`src/rtl/wbuf_pkg.sv`:
```
package wbuf_pkg;
  typedef enum logic [1:0] {
    ARB_IDLE = 2'd0,
    ARB_RD   = 2'd1,
    ARB_WR   = 2'd2
  } arb_state_t;
endpackage

```
`src/rtl/wbuf_store.sv`:
```
// Circular queue of pending writes; all entries are visible for matching.
module wbuf_store #(
  parameter int ADDR_W = 16,
  parameter int DATA_W = 32,
  parameter int DEPTH  = 4,
  localparam int PTR_W = (DEPTH > 1) ? $clog2(DEPTH) : 1,
  localparam int CNT_W = $clog2(DEPTH + 1)
) (
  input  logic              clk,
  input  logic              rst,
  input  logic              push,
  input  logic [ADDR_W-1:0] push_addr,
  input  logic [DATA_W-1:0] push_data,
  input  logic              pop,
  output logic              full,
  output logic              empty,
  output logic [PTR_W-1:0]  head_ptr,
  output logic [CNT_W-1:0]  count,
  output logic [ADDR_W-1:0] head_addr,
  output logic [DATA_W-1:0] head_data,
  output logic [ADDR_W-1:0] ent_addr [DEPTH],
  output logic [DATA_W-1:0] ent_data [DEPTH]
);
  logic [ADDR_W-1:0] addr_q [DEPTH];
  logic [DATA_W-1:0] data_q [DEPTH];
  logic [PTR_W-1:0]  tail_q;
  logic [PTR_W-1:0]  head_q;
  logic [CNT_W-1:0]  cnt_q;

  always_ff @(posedge clk) begin
    if (push) begin
      addr_q[tail_q] <= push_addr;
      data_q[tail_q] <= push_data;
    end
  end

  always_ff @(posedge clk) begin
    if (rst) begin
      tail_q <= '0;
      head_q <= '0;
      cnt_q  <= '0;
    end else begin
      if (push) tail_q <= tail_q + 1'b1;
      if (pop)  head_q <= head_q + 1'b1;
      case ({push, pop})
        2'b10:   cnt_q <= cnt_q + 1'b1;
        2'b01:   cnt_q <= cnt_q - 1'b1;
        default: cnt_q <= cnt_q;
      endcase
    end
  end

  assign full      = (cnt_q == CNT_W'(DEPTH));
  assign empty     = (cnt_q == '0);
  assign head_ptr  = head_q;
  assign count     = cnt_q;
  assign head_addr = addr_q[head_q];
  assign head_data = data_q[head_q];

  generate
    for (genvar g = 0; g < DEPTH; g++) begin : g_ent
      assign ent_addr[g] = addr_q[g];
      assign ent_data[g] = data_q[g];
    end
  endgenerate
endmodule

```
`src/rtl/wbuf_match.sv`:
```
// Scans live entries oldest to newest; the last hit seen wins (newest match).
module wbuf_match #(
  parameter int ADDR_W = 16,
  parameter int DATA_W = 32,
  parameter int DEPTH  = 4,
  localparam int PTR_W = (DEPTH > 1) ? $clog2(DEPTH) : 1,
  localparam int CNT_W = $clog2(DEPTH + 1)
) (
  input  logic [ADDR_W-1:0] rd_addr,
  input  logic [PTR_W-1:0]  head_ptr,
  input  logic [CNT_W-1:0]  count,
  input  logic [ADDR_W-1:0] ent_addr [DEPTH],
  input  logic [DATA_W-1:0] ent_data [DEPTH],
  output logic              hit,
  output logic [DATA_W-1:0] hit_data
);
  logic [PTR_W-1:0] slot [DEPTH];

  generate
    for (genvar g = 0; g < DEPTH; g++) begin : g_slot
      assign slot[g] = head_ptr + PTR_W'(g);
    end
  endgenerate

  always_comb begin
    hit      = 1'b0;
    hit_data = '0;
    for (int k = 0; k < DEPTH; k++) begin
      if ((CNT_W'(k) < count) && (ent_addr[slot[k]] == rd_addr)) begin
        hit      = 1'b1;
        hit_data = ent_data[slot[k]];
      end
    end
  end
endmodule

```
`src/rtl/wbuf_arb.sv`:
```
// Memory port owner: reads before queued writes, requests held until ack.
module wbuf_arb
  import wbuf_pkg::*;
#(
  parameter int ADDR_W = 16,
  parameter int DATA_W = 32
) (
  input  logic              clk,
  input  logic              rst,
  input  logic              rd_valid,
  input  logic [ADDR_W-1:0] rd_addr,
  input  logic              hit,
  input  logic [DATA_W-1:0] hit_data,
  input  logic              empty,
  input  logic [ADDR_W-1:0] head_addr,
  input  logic [DATA_W-1:0] head_data,
  input  logic              mem_ack,
  input  logic [DATA_W-1:0] mem_rdata,
  output logic              mem_req,
  output logic              mem_we,
  output logic [ADDR_W-1:0] mem_addr,
  output logic [DATA_W-1:0] mem_wdata,
  output logic              rd_done,
  output logic [DATA_W-1:0] rd_data,
  output logic              pop
);
  arb_state_t state_q;
  logic       rd_pend;

  assign rd_pend = rd_valid && !rd_done;
  assign pop     = (state_q == ARB_WR) && mem_ack;

  always_ff @(posedge clk) begin
    if (rst) begin
      state_q   <= ARB_IDLE;
      mem_req   <= 1'b0;
      mem_we    <= 1'b0;
      mem_addr  <= '0;
      mem_wdata <= '0;
      rd_done   <= 1'b0;
      rd_data   <= '0;
    end else begin
      rd_done <= 1'b0;
      case (state_q)
        ARB_IDLE: begin
          if (rd_pend && hit) begin
            rd_done <= 1'b1;
            rd_data <= hit_data;
          end else if (rd_pend) begin
            state_q  <= ARB_RD;
            mem_req  <= 1'b1;
            mem_we   <= 1'b0;
            mem_addr <= rd_addr;
          end else if (!empty) begin
            state_q   <= ARB_WR;
            mem_req   <= 1'b1;
            mem_we    <= 1'b1;
            mem_addr  <= head_addr;
            mem_wdata <= head_data;
          end
        end
        ARB_RD: begin
          if (mem_ack) begin
            state_q <= ARB_IDLE;
            mem_req <= 1'b0;
            rd_done <= 1'b1;
            rd_data <= mem_rdata;
          end
        end
        ARB_WR: begin
          // hits are served while a drain is in flight; misses wait
          if (rd_pend && hit) begin
            rd_done <= 1'b1;
            rd_data <= hit_data;
          end
          if (mem_ack) begin
            state_q <= ARB_IDLE;
            mem_req <= 1'b0;
          end
        end
        default: state_q <= ARB_IDLE;
      endcase
    end
  end
endmodule

```
`src/rtl/wbuf_bypass.sv`:
```
module wbuf_bypass #(
  parameter int ADDR_W = 16,
  parameter int DATA_W = 32,
  parameter int DEPTH  = 4
) (
  input  logic              clk,
  input  logic              rst,
  input  logic              cpu_wr_valid,
  output logic              cpu_wr_ready,
  input  logic [ADDR_W-1:0] cpu_wr_addr,
  input  logic [DATA_W-1:0] cpu_wr_data,
  input  logic              cpu_rd_valid,
  input  logic [ADDR_W-1:0] cpu_rd_addr,
  output logic              cpu_rd_done,
  output logic [DATA_W-1:0] cpu_rd_data,
  output logic              mem_req,
  output logic              mem_we,
  output logic [ADDR_W-1:0] mem_addr,
  output logic [DATA_W-1:0] mem_wdata,
  input  logic              mem_ack,
  input  logic [DATA_W-1:0] mem_rdata
);
  localparam int PTR_W = (DEPTH > 1) ? $clog2(DEPTH) : 1;
  localparam int CNT_W = $clog2(DEPTH + 1);

  logic              full, empty, push, pop, hit;
  logic [PTR_W-1:0]  head_ptr;
  logic [CNT_W-1:0]  count;
  logic [ADDR_W-1:0] head_addr;
  logic [DATA_W-1:0] head_data, hit_data;
  logic [ADDR_W-1:0] ent_addr [DEPTH];
  logic [DATA_W-1:0] ent_data [DEPTH];

  assign cpu_wr_ready = !full;
  assign push         = cpu_wr_valid && !full;

  wbuf_store #(.ADDR_W(ADDR_W), .DATA_W(DATA_W), .DEPTH(DEPTH)) store_i (
    .clk(clk), .rst(rst), .push(push), .push_addr(cpu_wr_addr),
    .push_data(cpu_wr_data), .pop(pop), .full(full), .empty(empty),
    .head_ptr(head_ptr), .count(count), .head_addr(head_addr),
    .head_data(head_data), .ent_addr(ent_addr), .ent_data(ent_data)
  );

  wbuf_match #(.ADDR_W(ADDR_W), .DATA_W(DATA_W), .DEPTH(DEPTH)) match_i (
    .rd_addr(cpu_rd_addr), .head_ptr(head_ptr), .count(count),
    .ent_addr(ent_addr), .ent_data(ent_data), .hit(hit), .hit_data(hit_data)
  );

  wbuf_arb #(.ADDR_W(ADDR_W), .DATA_W(DATA_W)) arb_i (
    .clk(clk), .rst(rst), .rd_valid(cpu_rd_valid), .rd_addr(cpu_rd_addr),
    .hit(hit), .hit_data(hit_data), .empty(empty), .head_addr(head_addr),
    .head_data(head_data), .mem_ack(mem_ack), .mem_rdata(mem_rdata),
    .mem_req(mem_req), .mem_we(mem_we), .mem_addr(mem_addr),
    .mem_wdata(mem_wdata), .rd_done(cpu_rd_done), .rd_data(cpu_rd_data),
    .pop(pop)
  );
endmodule

```
`config.mk`:
```
export PLATFORM = sky130hd
export DESIGN_NAME = wbuf_bypass
export DESIGN_NICKNAME = d
export VERILOG_FILES = /design/src/rtl/wbuf_pkg.sv /design/src/rtl/wbuf_store.sv /design/src/rtl/wbuf_match.sv /design/src/rtl/wbuf_arb.sv /design/src/rtl/wbuf_bypass.sv
export SDC_FILE = /design/constraint.sdc
export NUM_CORES = 1
export LEC_CHECK = 0
export BUFFER_PORTS_ARGS = -buffer_cell sky130_fd_sc_hd__buf_2
export CORE_MARGIN = 2
export CORE_UTILIZATION = 62
export CTS_CLUSTER_DIAMETER = 120
export DETAILED_ROUTE_END_ITERATION = 12
export MAX_ROUTING_LAYER = met4
export PLACE_DENSITY = 0.93
export SYNTH_ARGS = -nofsm -noshare
export SYNTH_HDL_FRONTEND = slang
export SYNTH_SLANG_ARGS = --single-unit
```
`constraint.sdc`:
```
create_clock -name clk -period 5.85 [get_ports clk]
set_clock_uncertainty 0.2 [all_clocks]
set_input_delay 0.8775 -clock clk [delete_from_list [all_inputs] [get_ports clk]]
set_output_delay 0.8775 -clock clk [all_outputs]
set_load 0.1 [all_outputs]
```
==> results of run 1 <==
stage by stage:
| step | total power, mW | utilization | setup slack [ns] | instance area [um^2] | hold WS [ns] |
|---|---|---|---|---|---|
| final | 6.660 | 0.7062 | 1.180 | 18400 | 0.2680 |
| after global routing | 6.880 | 0.7061 | 0.9449 | 18400 | 0.2904 |
| after CTS | 6.638 | 0.7060 | 1.317 | 18400 | 0.2711 |
| after detailed placement | 4.790 | 0.6695 | 1.368 | 17450 | 0.2628 |
| after global placement | 4.735 | 0.6695 | 1.512 | 17450 | 0.2561 |
| after floorplan | 4.304 | - | 2.078 | 16470 | 0.3046 |
power by group:
part           total, mW  internal [mW]  switching, mW
registers           2.53           2.38          0.147
clock network       1.86           1.06          0.799
logic               2.27          0.508           1.76
worst register-to-register path, stage by stage, from the launching register on:
cell,delay (ns)
dfxtp_4,0.75
buf_4,0.70
nand2b_1,0.16
mux2i_1,0.23
o21a_1,0.14
nand4_1,0.38
nor3_2,0.66
a2111oi_2,0.19
o21ai_4,0.49
buf_12,0.29
nor2_1,0.13
a211oi_1,0.26
synthesized netlist by cell type, types with 14 or more instances:
| cell type | number |
|---|---|
| or4_1 | 27 |
| mux2i_1 | 157 |
| o211ai_1 | 31 |
| mux4_2 | 23 |
| inv_1 | 16 |
| a21oi_1 | 94 |
| mux2_2 | 66 |
| o221ai_1 | 29 |
| nor3_1 | 14 |
| dfxtp_1 | 94 |
| a21o_1 | 26 |
| nor2_1 | 216 |
| xnor2_1 | 52 |
| o22ai_1 | 14 |
| or2_2 | 30 |
| nor4_1 | 15 |
| o21ai_0 | 39 |
| a211oi_1 | 80 |
| a31oi_1 | 56 |
| clkbuf_1 | 89 |
| buf_1 | 21 |
| nand2_1 | 21 |
| buf_2 | 23 |
| edfxtp_1 | 192 |
per-layer routing:
metal	vias up	track usage	part of all wire
met5	-	-	0
met3	183	0.05394	0.11
met2	953	0.5289	0.46
li1	6148	-	-
met4	0	0.1316	0.038
met1	6581	0.4621	0.39
layout by cell type (no fill, tap or decap), types with 4 or more instances in the layout:
cell       instances
o2bb2ai_1          4
buf_4             25
nor3_1            13
nand3_1            4
ha_1              13
edfxtp_1         192
clkinv_2           5
nand2_1           21
xor2_1             4
inv_1             15
or2_2             30
mux2i_1          157
o21ai_0           39
nor2_1           216
a21oi_1           93
o41ai_1            4
o211ai_1          31
a31oi_1           56
o22ai_1           14
or4_1             26
a211oi_1          80
o31ai_1            5
mux4_2            23
nor2b_1            6
nand2b_1          10
xnor2_1           52
clkbuf_1           8
clkbuf_16         29
o221ai_1          29
and3_2             4
dfxtp_1           92
nor4_1            15
and2_1             7
buf_2            183
mux2_2            66
a21o_1            26
sequential cells by signal (all words and copies together) (netlist names), named ones only:
signal,flops
arb_i.rd_data,32
arb_i.mem_req,1
arb_i.state_q,2
arb_i.mem_addr,16
store_i.addr_q,64
store_i.count,3
store_i.head_ptr,2
arb_i.rd_done,1
arb_i.mem_wdata,32
store_i.data_q,128
store_i.tail_q,2
arb_i.mem_we,1
final timing paths:
| check | end | slack, ns | cells after the start |
|---|---|---|---|
| min | arb_i.mem_we | 0.27 | 2 |
| min reg2reg | arb_i.mem_we | 0.27 | 2 |
| max | arb_i.rd_data[25] | 1.18 | 11 |
| max reg2reg | arb_i.rd_data[25] | 1.18 | 11 |
cell type report:
type / count / share of cell area
multi-input cells: 1108 / 0.4439
well taps: 335 / 0.02278
inverters: 16 / 0.003264
repair buffers: 210 / 0.06215
diodes: 2 / 0.0002720
flip-flops and latches: 286 / 0.4160
clock inverters: 14 / 0.009859
clock buffers: 38 / 0.04182
kinds of logic after synthesis:
kind of cell               count (synthesis)
xor gates and xnor gates                  56
AOI/OAI and AO/OA                        419
muxes                                    249
buffers and inverters                    159
adders and majority gates                 13
and+or+nand+nor                          371
DFF                                      286
==> flow_summary.json, run 1 <==
{
  "status": "completed",
  "grt_max_degree": 109,
  "synth-xor-area-share": 0.02978,
  "start_util": 0.6320,
  "drv_cap": 0,
  "ios": 185,
  "cp_slowest_stage_delay_ns": 0.75,
  "root_buffer": "clkbuf_16",
  "overflow": 0,
  "startpoint": "store_i.head_ptr[0]",
  "grt_usage": 0.3437,
  "finalCritPeriodShare": 0.7983,
  "fp.dieH_um": 167.0,
  "ys_async_sr_fraction": 0,
  "place_congestion": 1.003,
  "nets": 1764,
  "critical_path_class": "register to register",
  "detail_route.vias_per_cell": 6.901,
  "hold_class": "register to register",
  "drt-total-wl_um": 47670,
  "postSynthAreaPerCell_um2": 10.60,
  "fill_cells": 1756,
  "synthSimpleGateAreaFrac": 0.1072,
  "slew_headroom": 0.2761,
  "synth_compound_area_frac": 0.1723,
  "multi_input_area_um2": 8168,
  "grt_pass1_vias": 13470,
  "drc": 0,
  "max_freq_mhz": 214.1,
  "place_hpwl_um": 30910,
  "synth_edf_count": 192,
  "post_cts_buffers": 0,
  "grt_pass1_wl_um": 74330,
  "cts_buffer_depth": 3,
  "synth_ff_type": "edfxtp_1",
  "vdd_drop_max_v": 0.0003562,
  "ant_nets": 0,
  "cts_hold_buf": 0,
  "hold_viol": 0,
  "synth_area_leaders": "edfxtp_1, dfxtp_1, mux2i_1, nor2_1, mux2_2",
  "placed_cells": 1955,
  "path_buf_inv": 2,
  "synth.top_cell.area_share": 0.3501,
  "drt_iter0_drc": 1823,
  "synth_top_family_by_area": "multiplexers",
  "port_buffers": 184,
  "yosysUniqueCellTypes": 70,
  "synthMuxAreaShare": 0.1746,
  "fin_tns_setup_ns": 0,
  "required_ns": 6.13,
  "synth-seq-cells": 286,
  "end_kind": "register",
  "h-tree-depth": 1,
  "synth_area_um2": 16470,
  "tightest_slew_ns": 1.086,
  "period_minus_slack_ns": 4.670,
  "crit_family": "simple AND/OR/NAND/NOR gates",
  "routedWlPerCell_um": 23.73,
  "cts.clk_slew.worst_paths_ns": 0.06,
  "powerDensity_nw_per_um2": 361.9,
  "core-area_um2": 26060,
  "ys_seq_area_frac": 0.4644,
  "seqCellArea_um2": 7655,
  "num_vias": 13865,
  "rsz0062_at_grt": "no",
  "post_layout_nonfiller_instances": 2009,
  "first_pass_iters": 6,
  "crit_slowest_cell": "dfxtp_4",
  "cts_tree": "yes",
  "cts_sinks": 286,
  "insertion_delay_ns": 0.58,
  "synth_warnings": 0,
  "syn_inst": 1553,
  "cts_resized": 0,
  "synth_adder_area_share": 0.009877,
  "slew_violations": 0,
  "critPathArrivalTime_ns": 4.95,
  "cts_buffers": 28,
  "area_growth_pct": 11.74,
  "syn_nets": 1667,
  "yosys.area.top_type": "edfxtp_1",
  "crit_path_start_kind": "register",
  "die_x_um": 167.0,
  "path_cells": "buf_4 > nand2b_1 > mux2i_1 > o21a_1 > nand4_1 > nor3_2 > a2111oi_2 > o21ai_4 > buf_12 > nor2_1 > a211oi_1",
  "hold_path_startpoint": "arb_i.mem_we",
  "setup_viol": 0,
  "leakage_nw": 6.460,
  "reg2reg_from": "store_i.head_ptr[0]",
  "dieArea_um2": 27880,
  "path_max_fanout": 70,
  "antenna_found_initial": 1,
  "layout-drive-gt1-share": 0.2350,
  "rows": 59
}
(Power assumes the default switching activity.)
==> run 2, diff against run 1 <==
--- a/config.mk
+++ b/config.mk
@@ -7,11 +7,11 @@
 export LEC_CHECK = 0
 export BUFFER_PORTS_ARGS = -buffer_cell sky130_fd_sc_hd__buf_2
 export CORE_MARGIN = 2
-export CORE_UTILIZATION = 62
+export CORE_UTILIZATION = 60
 export CTS_CLUSTER_DIAMETER = 120
 export DETAILED_ROUTE_END_ITERATION = 12
 export MAX_ROUTING_LAYER = met4
-export PLACE_DENSITY = 0.93
+export PLACE_DENSITY = 0.9
 export SYNTH_ARGS = -nofsm -noshare
 export SYNTH_HDL_FRONTEND = slang
 export SYNTH_SLANG_ARGS = --single-unit
==> constraint.sdc (replaced) <==
create_clock -name clk -period 4.3 [get_ports clk]
set_clock_uncertainty 0.2 [all_clocks]
set_input_delay 0.645 -clock clk [delete_from_list [all_inputs] [get_ports clk]]
set_output_delay 0.645 -clock clk [all_outputs]
set_load 0.1 [all_outputs]
==> flow_summary.json, run 2 (synthesis gave the netlist of run 1 again) <==
{
  "status": "completed",
  "critical_path_class": "register to register",
  "place_congestion": 1.029,
  "met3_length_um": 5371,
  "rsz0062_at_grt": "no",
  "power_mw": 9.071,
  "powerDensity_nw_per_um2": 487.4,
  "final_cell_mix": "nor2_1, edfxtp_1, buf_2",
  "path_max_fanout": 60,
  "cts_buffer_depth": 3,
  "die_x_um": 169.7,
  "multi_input_area_um2": 8168,
  "cts_buffers": 30,
  "vdd_drop_max_v": 0.0003757,
  "drc": 0,
  "path_buf_inv": 3,
  "grt_usage": 0.3318,
  "crit_family": "compound AO/OA/AOI/OAI gates",
  "crit_path_start_kind": "register",
  "drv_cap": 0,
  "start_util": 0.6110,
  "ios": 185,
  "nets": 1780,
  "setup_viol": 0,
  "insertion_delay_ns": 0.59,
  "rows": 60,
  "detail_route.vias_per_cell": 6.888,
  "fp.dieH_um": 169.7,
  "required_ns": 4.58,
  "h-tree-depth": 1,
  "seqCellArea_um2": 7655,
  "grt_max_degree": 120,
  "cts_hold_buf": 0,
  "cts_resized": 0,
  "max_freq_mhz": 245.8,
  "finalCritPeriodShare": 0.9460,
  "port_buffers": 184,
  "overflow": 0,
  "end_kind": "register",
  "place_hpwl_um": 30710,
  "slew_headroom": 0.2243,
  "path_common_cell": "buf_12",
  "drt-total-wl_um": 47400,
  "core-area_um2": 26950,
  "antenna_found_initial": 4,
  "largest_register_ff_count": 128,
  "critPathArrivalTime_ns": 4.35,
  "hold_class": "input port to register",
  "grt_pass1_wl_um": 73080,
  "ant_nets": 0,
  "leakage_nw": 6.562,
  "final_core_util": 0.6906,
  "cts.clk_slew.worst_paths_ns": 0.07,
  "crit_slowest_cell": "nor3_2",
  "placed_cells": 1975,
  "first_pass_iters": 6,
  "routedWlPerCell_um": 23.30,
  "top_regs": "store_i.data_q: 128 flops, store_i.addr_q: 64 flops",
  "post_cts_buffers": 0,
  "cp_slowest_stage_delay_ns": 0.73,
  "layout-drive-gt1-share": 0.2416,
  "period_minus_slack_ns": 4.068,
  "dieArea_um2": 28790,
  "hold_viol": 0,
  "area_growth_pct": 13.02,
  "cts_tree": "yes",
  "fill_cells": 1894,
  "num_vias": 14011,
  "top_register": "store_i.data_q",
  "grt_pass1_vias": 13441,
  "route.met2.wl_um": 21910,
  "route.layer.met1.wl_um": 18350,
  "layout_commonest_cell": "nor2_1",
  "root_buffer": "clkbuf_16",
  "drt_iter0_drc": 1754,
  "slew_violations": 0,
  "top_layer": "met4",
  "path_cells": "buf_12 > buf_4 > mux2i_1 > nand2_1 > a31oi_1 > o211ai_1 > nor3_2 > a2111oi_2 > o21ai_4 > buf_12 > nor2_1 > a211oi_1",
  "setup_slack_ns": 0.2321,
  "cts_sinks": 286,
  "fin_tns_setup_ns": 0,
  "post_layout_nonfiller_instances": 2034,
  "dpl_worst_slack_ns": 0.4123,
  "tightest_slew_ns": 1.164
}
[run 2: cell count changes in the layout (fill, tap and decap cells not counted)]
cell and change:
buf_12 +7, buf_4 +7, clkinv_1 +5, clkbuf_1 -3, diode_2 +2, bufinv_16 -1, clkbuf_16 +1, clkinv_2 +1
clkinvlp_4 +1, inv_6 -1
[run 2: power by group]
part	switching, mW	internal, mW	leakage [nW]
clock network	1.10	1.42	0.460
logic	2.42	0.713	3.57
registers	0.182	3.24	2.54
[run 2: final timing paths]
| path | from | endpoint | slack, ns | cells past startpoint |
|---|---|---|---|---|
| hold / removal | cpu_wr_addr[1] | store_i.addr_q[0][1] | 0.07 | 1 |
| hold reg to reg | arb_i.mem_we | arb_i.mem_we | 0.27 | 2 |
| setup / recovery | store_i.head_ptr[1] | arb_i.rd_data[26] | 0.23 | 12 |
| setup reg to reg | store_i.head_ptr[1] | arb_i.rd_data[26] | 0.23 | 12 |
[run 2: metrics by stage]
stage | cell area (um^2) | hold WS (ns)
after CTS | 18600 | 0.05970
final | 18610 | 0.07007
after detailed placement | 17650 | 0.2595
after floorplan | 16470 | 0.3046
after global placement | 17650 | 0.2542
after global routing | 18610 | 0.06931
[run 2: area by class of cell]
class / instances / area share
sequential: 286 / 0.4113
clock inverter: 19 / 0.009344
timing repair buffer: 224 / 0.07179
multi-input combinational: 1108 / 0.4388
antenna: 4 / 0.0005378
inverter: 16 / 0.003227
clock buffer: 36 / 0.04208
tap: 341 / 0.02292
[run 2: routing by layer]
metal | up-vias | global-route usage
met1 | 6732 | 0.4341
li1 | 6181 | -
met2 | 939 | 0.5177
met5 | - | -
met3 | 159 | 0.05667
met4 | 0 | 0.1342
==> run 3, diff against run 2 <==
--- a/config.mk
+++ b/config.mk
@@ -5,7 +5,7 @@
 export SDC_FILE = /design/constraint.sdc
 export NUM_CORES = 1
 export LEC_CHECK = 0
-export BUFFER_PORTS_ARGS = -buffer_cell sky130_fd_sc_hd__buf_2
+export BUFFER_PORTS_ARGS = -buffer_cell sky130_fd_sc_hd__buf_4
 export CORE_MARGIN = 2
 export CORE_UTILIZATION = 60
 export CTS_CLUSTER_DIAMETER = 120
==> flow_summary.json, run 3 (synthesis gave the netlist of run 1 again) <==
{
  "period_minus_slack_ns": 3.976,
  "multi_input_area_um2": 8168,
  "drc": 0,
  "finalCritPeriodShare": 0.9246,
  "rows": 60,
  "drt-total-wl_um": 48430,
  "worst_hold_slack_ns": 0.06716,
  "setup_viol": 0,
  "crit_family": "compound AO/OA/AOI/OAI gates",
  "area_growth_pct": 16.02,
  "antenna_found_initial": 0,
  "cts_buffers": 29,
  "cts_hold_buf": 0,
  "final_core_util": 0.7089,
  "top_register": "store_i.data_q",
  "intPower_mw": 5.567,
  "fp.dieH_um": 169.7,
  "root_buffer": "clkbuf_16",
  "cts_buffer_depth": 3,
  "tightest_slew_ns": 1.166,
  "layout-drive-gt1-share": 0.2450,
  "cts.clk_slew.worst_paths_ns": 0.06,
  "largest_register_ff_count": 128,
  "p_sw_mw": 3.706,
  "drt_iter0_drc": 1805,
  "fin_tns_setup_ns": 0,
  "grt_pass1_vias": 13669,
  "hold_class": "input port to register",
  "drv_cap": 0,
  "dieArea_um2": 28790,
  "crit_path_start_kind": "register",
  "max_freq_mhz": 251.5,
  "fill_cells": 1875,
  "final_cell_mix": "buf_4, nor2_1, edfxtp_1",
  "path_cells": "buf_12 > mux2i_1 > buf_4 > o2bb2ai_1 > a2111oi_0 > a31oi_1 > nor4_2 > buf_4 > and3_1 > buf_12 > nand2b_1 > a211o_1 > a311oi_1",
  "pwr-share-seq": 0.371,
  "nets": 1786,
  "slew_headroom": 0.2228,
  "hold_viol": 0,
  "slew_violations": 0,
  "diodes": 0,
  "rsz0062_at_grt": "no",
  "switching_share": 0.3996,
  "cts_sinks": 286,
  "place_congestion": 0.9750,
  "cts_resized": 0,
  "status": "completed",
  "num_vias": 13911,
  "post_cts_buffers": 0,
  "grt_max_degree": 95,
  "ios": 185,
  "required_ns": 4.57,
  "ant_nets": 0,
  "seqCellArea_um2": 7655,
  "clkPwrFrac": 0.277,
  "critPathArrivalTime_ns": 4.25,
  "vdd_drop_max_v": 0.0003659,
  "die_x_um": 169.7,
  "crit_slowest_cell": "a2111oi_0",
  "insertion_delay_ns": 0.57,
  "start_util": 0.6110,
  "setup_slack_ns": 0.3243,
  "path_buf_inv": 4,
  "dpl_worst_slack_ns": 0.4258,
  "port_buffers": 184,
  "overflow": 0,
  "place_hpwl_um": 32020,
  "cts_tree": "yes",
  "h-tree-depth": 1,
  "layout_commonest_cell": "buf_4",
  "cp_slowest_stage_delay_ns": 0.62,
  "leakage_nw": 6.701,
  "routedWlPerCell_um": 23.80,
  "critical_path_class": "register to register",
  "detail_route.vias_per_cell": 6.836,
  "path_max_fanout": 32,
  "grt_usage": 0.3446,
  "top_regs": "store_i.data_q: 128 flops, store_i.addr_q: 64 flops",
  "powerDensity_nw_per_um2": 485.4,
  "pwr-share-comb": 0.352,
  "first_pass_iters": 6,
  "core-area_um2": 26950,
  "grt_pass1_wl_um": 75550,
  "end_kind": "register"
}
## run 3: power groups by stage
stage                     clock [mW]  sequential, mW  combinational [mW]
after floorplan                    0            4.71                1.15
after global placement             0            3.47                3.15
after detailed placement           0            3.49                3.21
after CTS                       2.59            3.43                3.23
after global routing            2.70            3.46                3.42
final                           2.57            3.44                3.26
## run 3: cell type report
type	count	area share
clock buffers	40	0.04224
clock inverters	13	0.008121
inverters	16	0.003143
multi-input cells	1108	0.4275
flip-flops and latches	286	0.4007
well taps	341	0.02233
repair buffers	231	0.09601
## run 3: final timing paths
kind | slack, ns | cells past startpoint | endpoint | from
setup reg to reg | 0.32 | 13 | arb_i.rd_data[9] | store_i.head_ptr[1]
hold reg to reg | 0.29 | 2 | arb_i.mem_we | arb_i.mem_we
setup / recovery | 0.32 | 13 | arb_i.rd_data[9] | store_i.head_ptr[1]
hold / removal | 0.07 | 1 | store_i.data_q[1][1] | cpu_wr_data[1]
## run 3: through the flow
stage                     cell area, um^2  power, mW  instances
after global routing                19110      9.577       2035
after CTS                           19110      9.248       2035
after floorplan                     16470      5.855       1553
final                               19110      9.273       2035
after global placement              18140      6.624       1982
after detailed placement            18140      6.695       1982
## run 3: layer usage
metal / global-route usage / vias up / wire length (um) / share of wire
met3: 0.04408 / 170 / 5222 / 0.11
met2: 0.5416 / 924 / 22350 / 0.46
met5: - / - / 0 / 0
met4: 0.1256 / 0 / 1877 / 0.039
met1: 0.4629 / 6646 / 18980 / 0.39
li1: - / 6171 / - / -
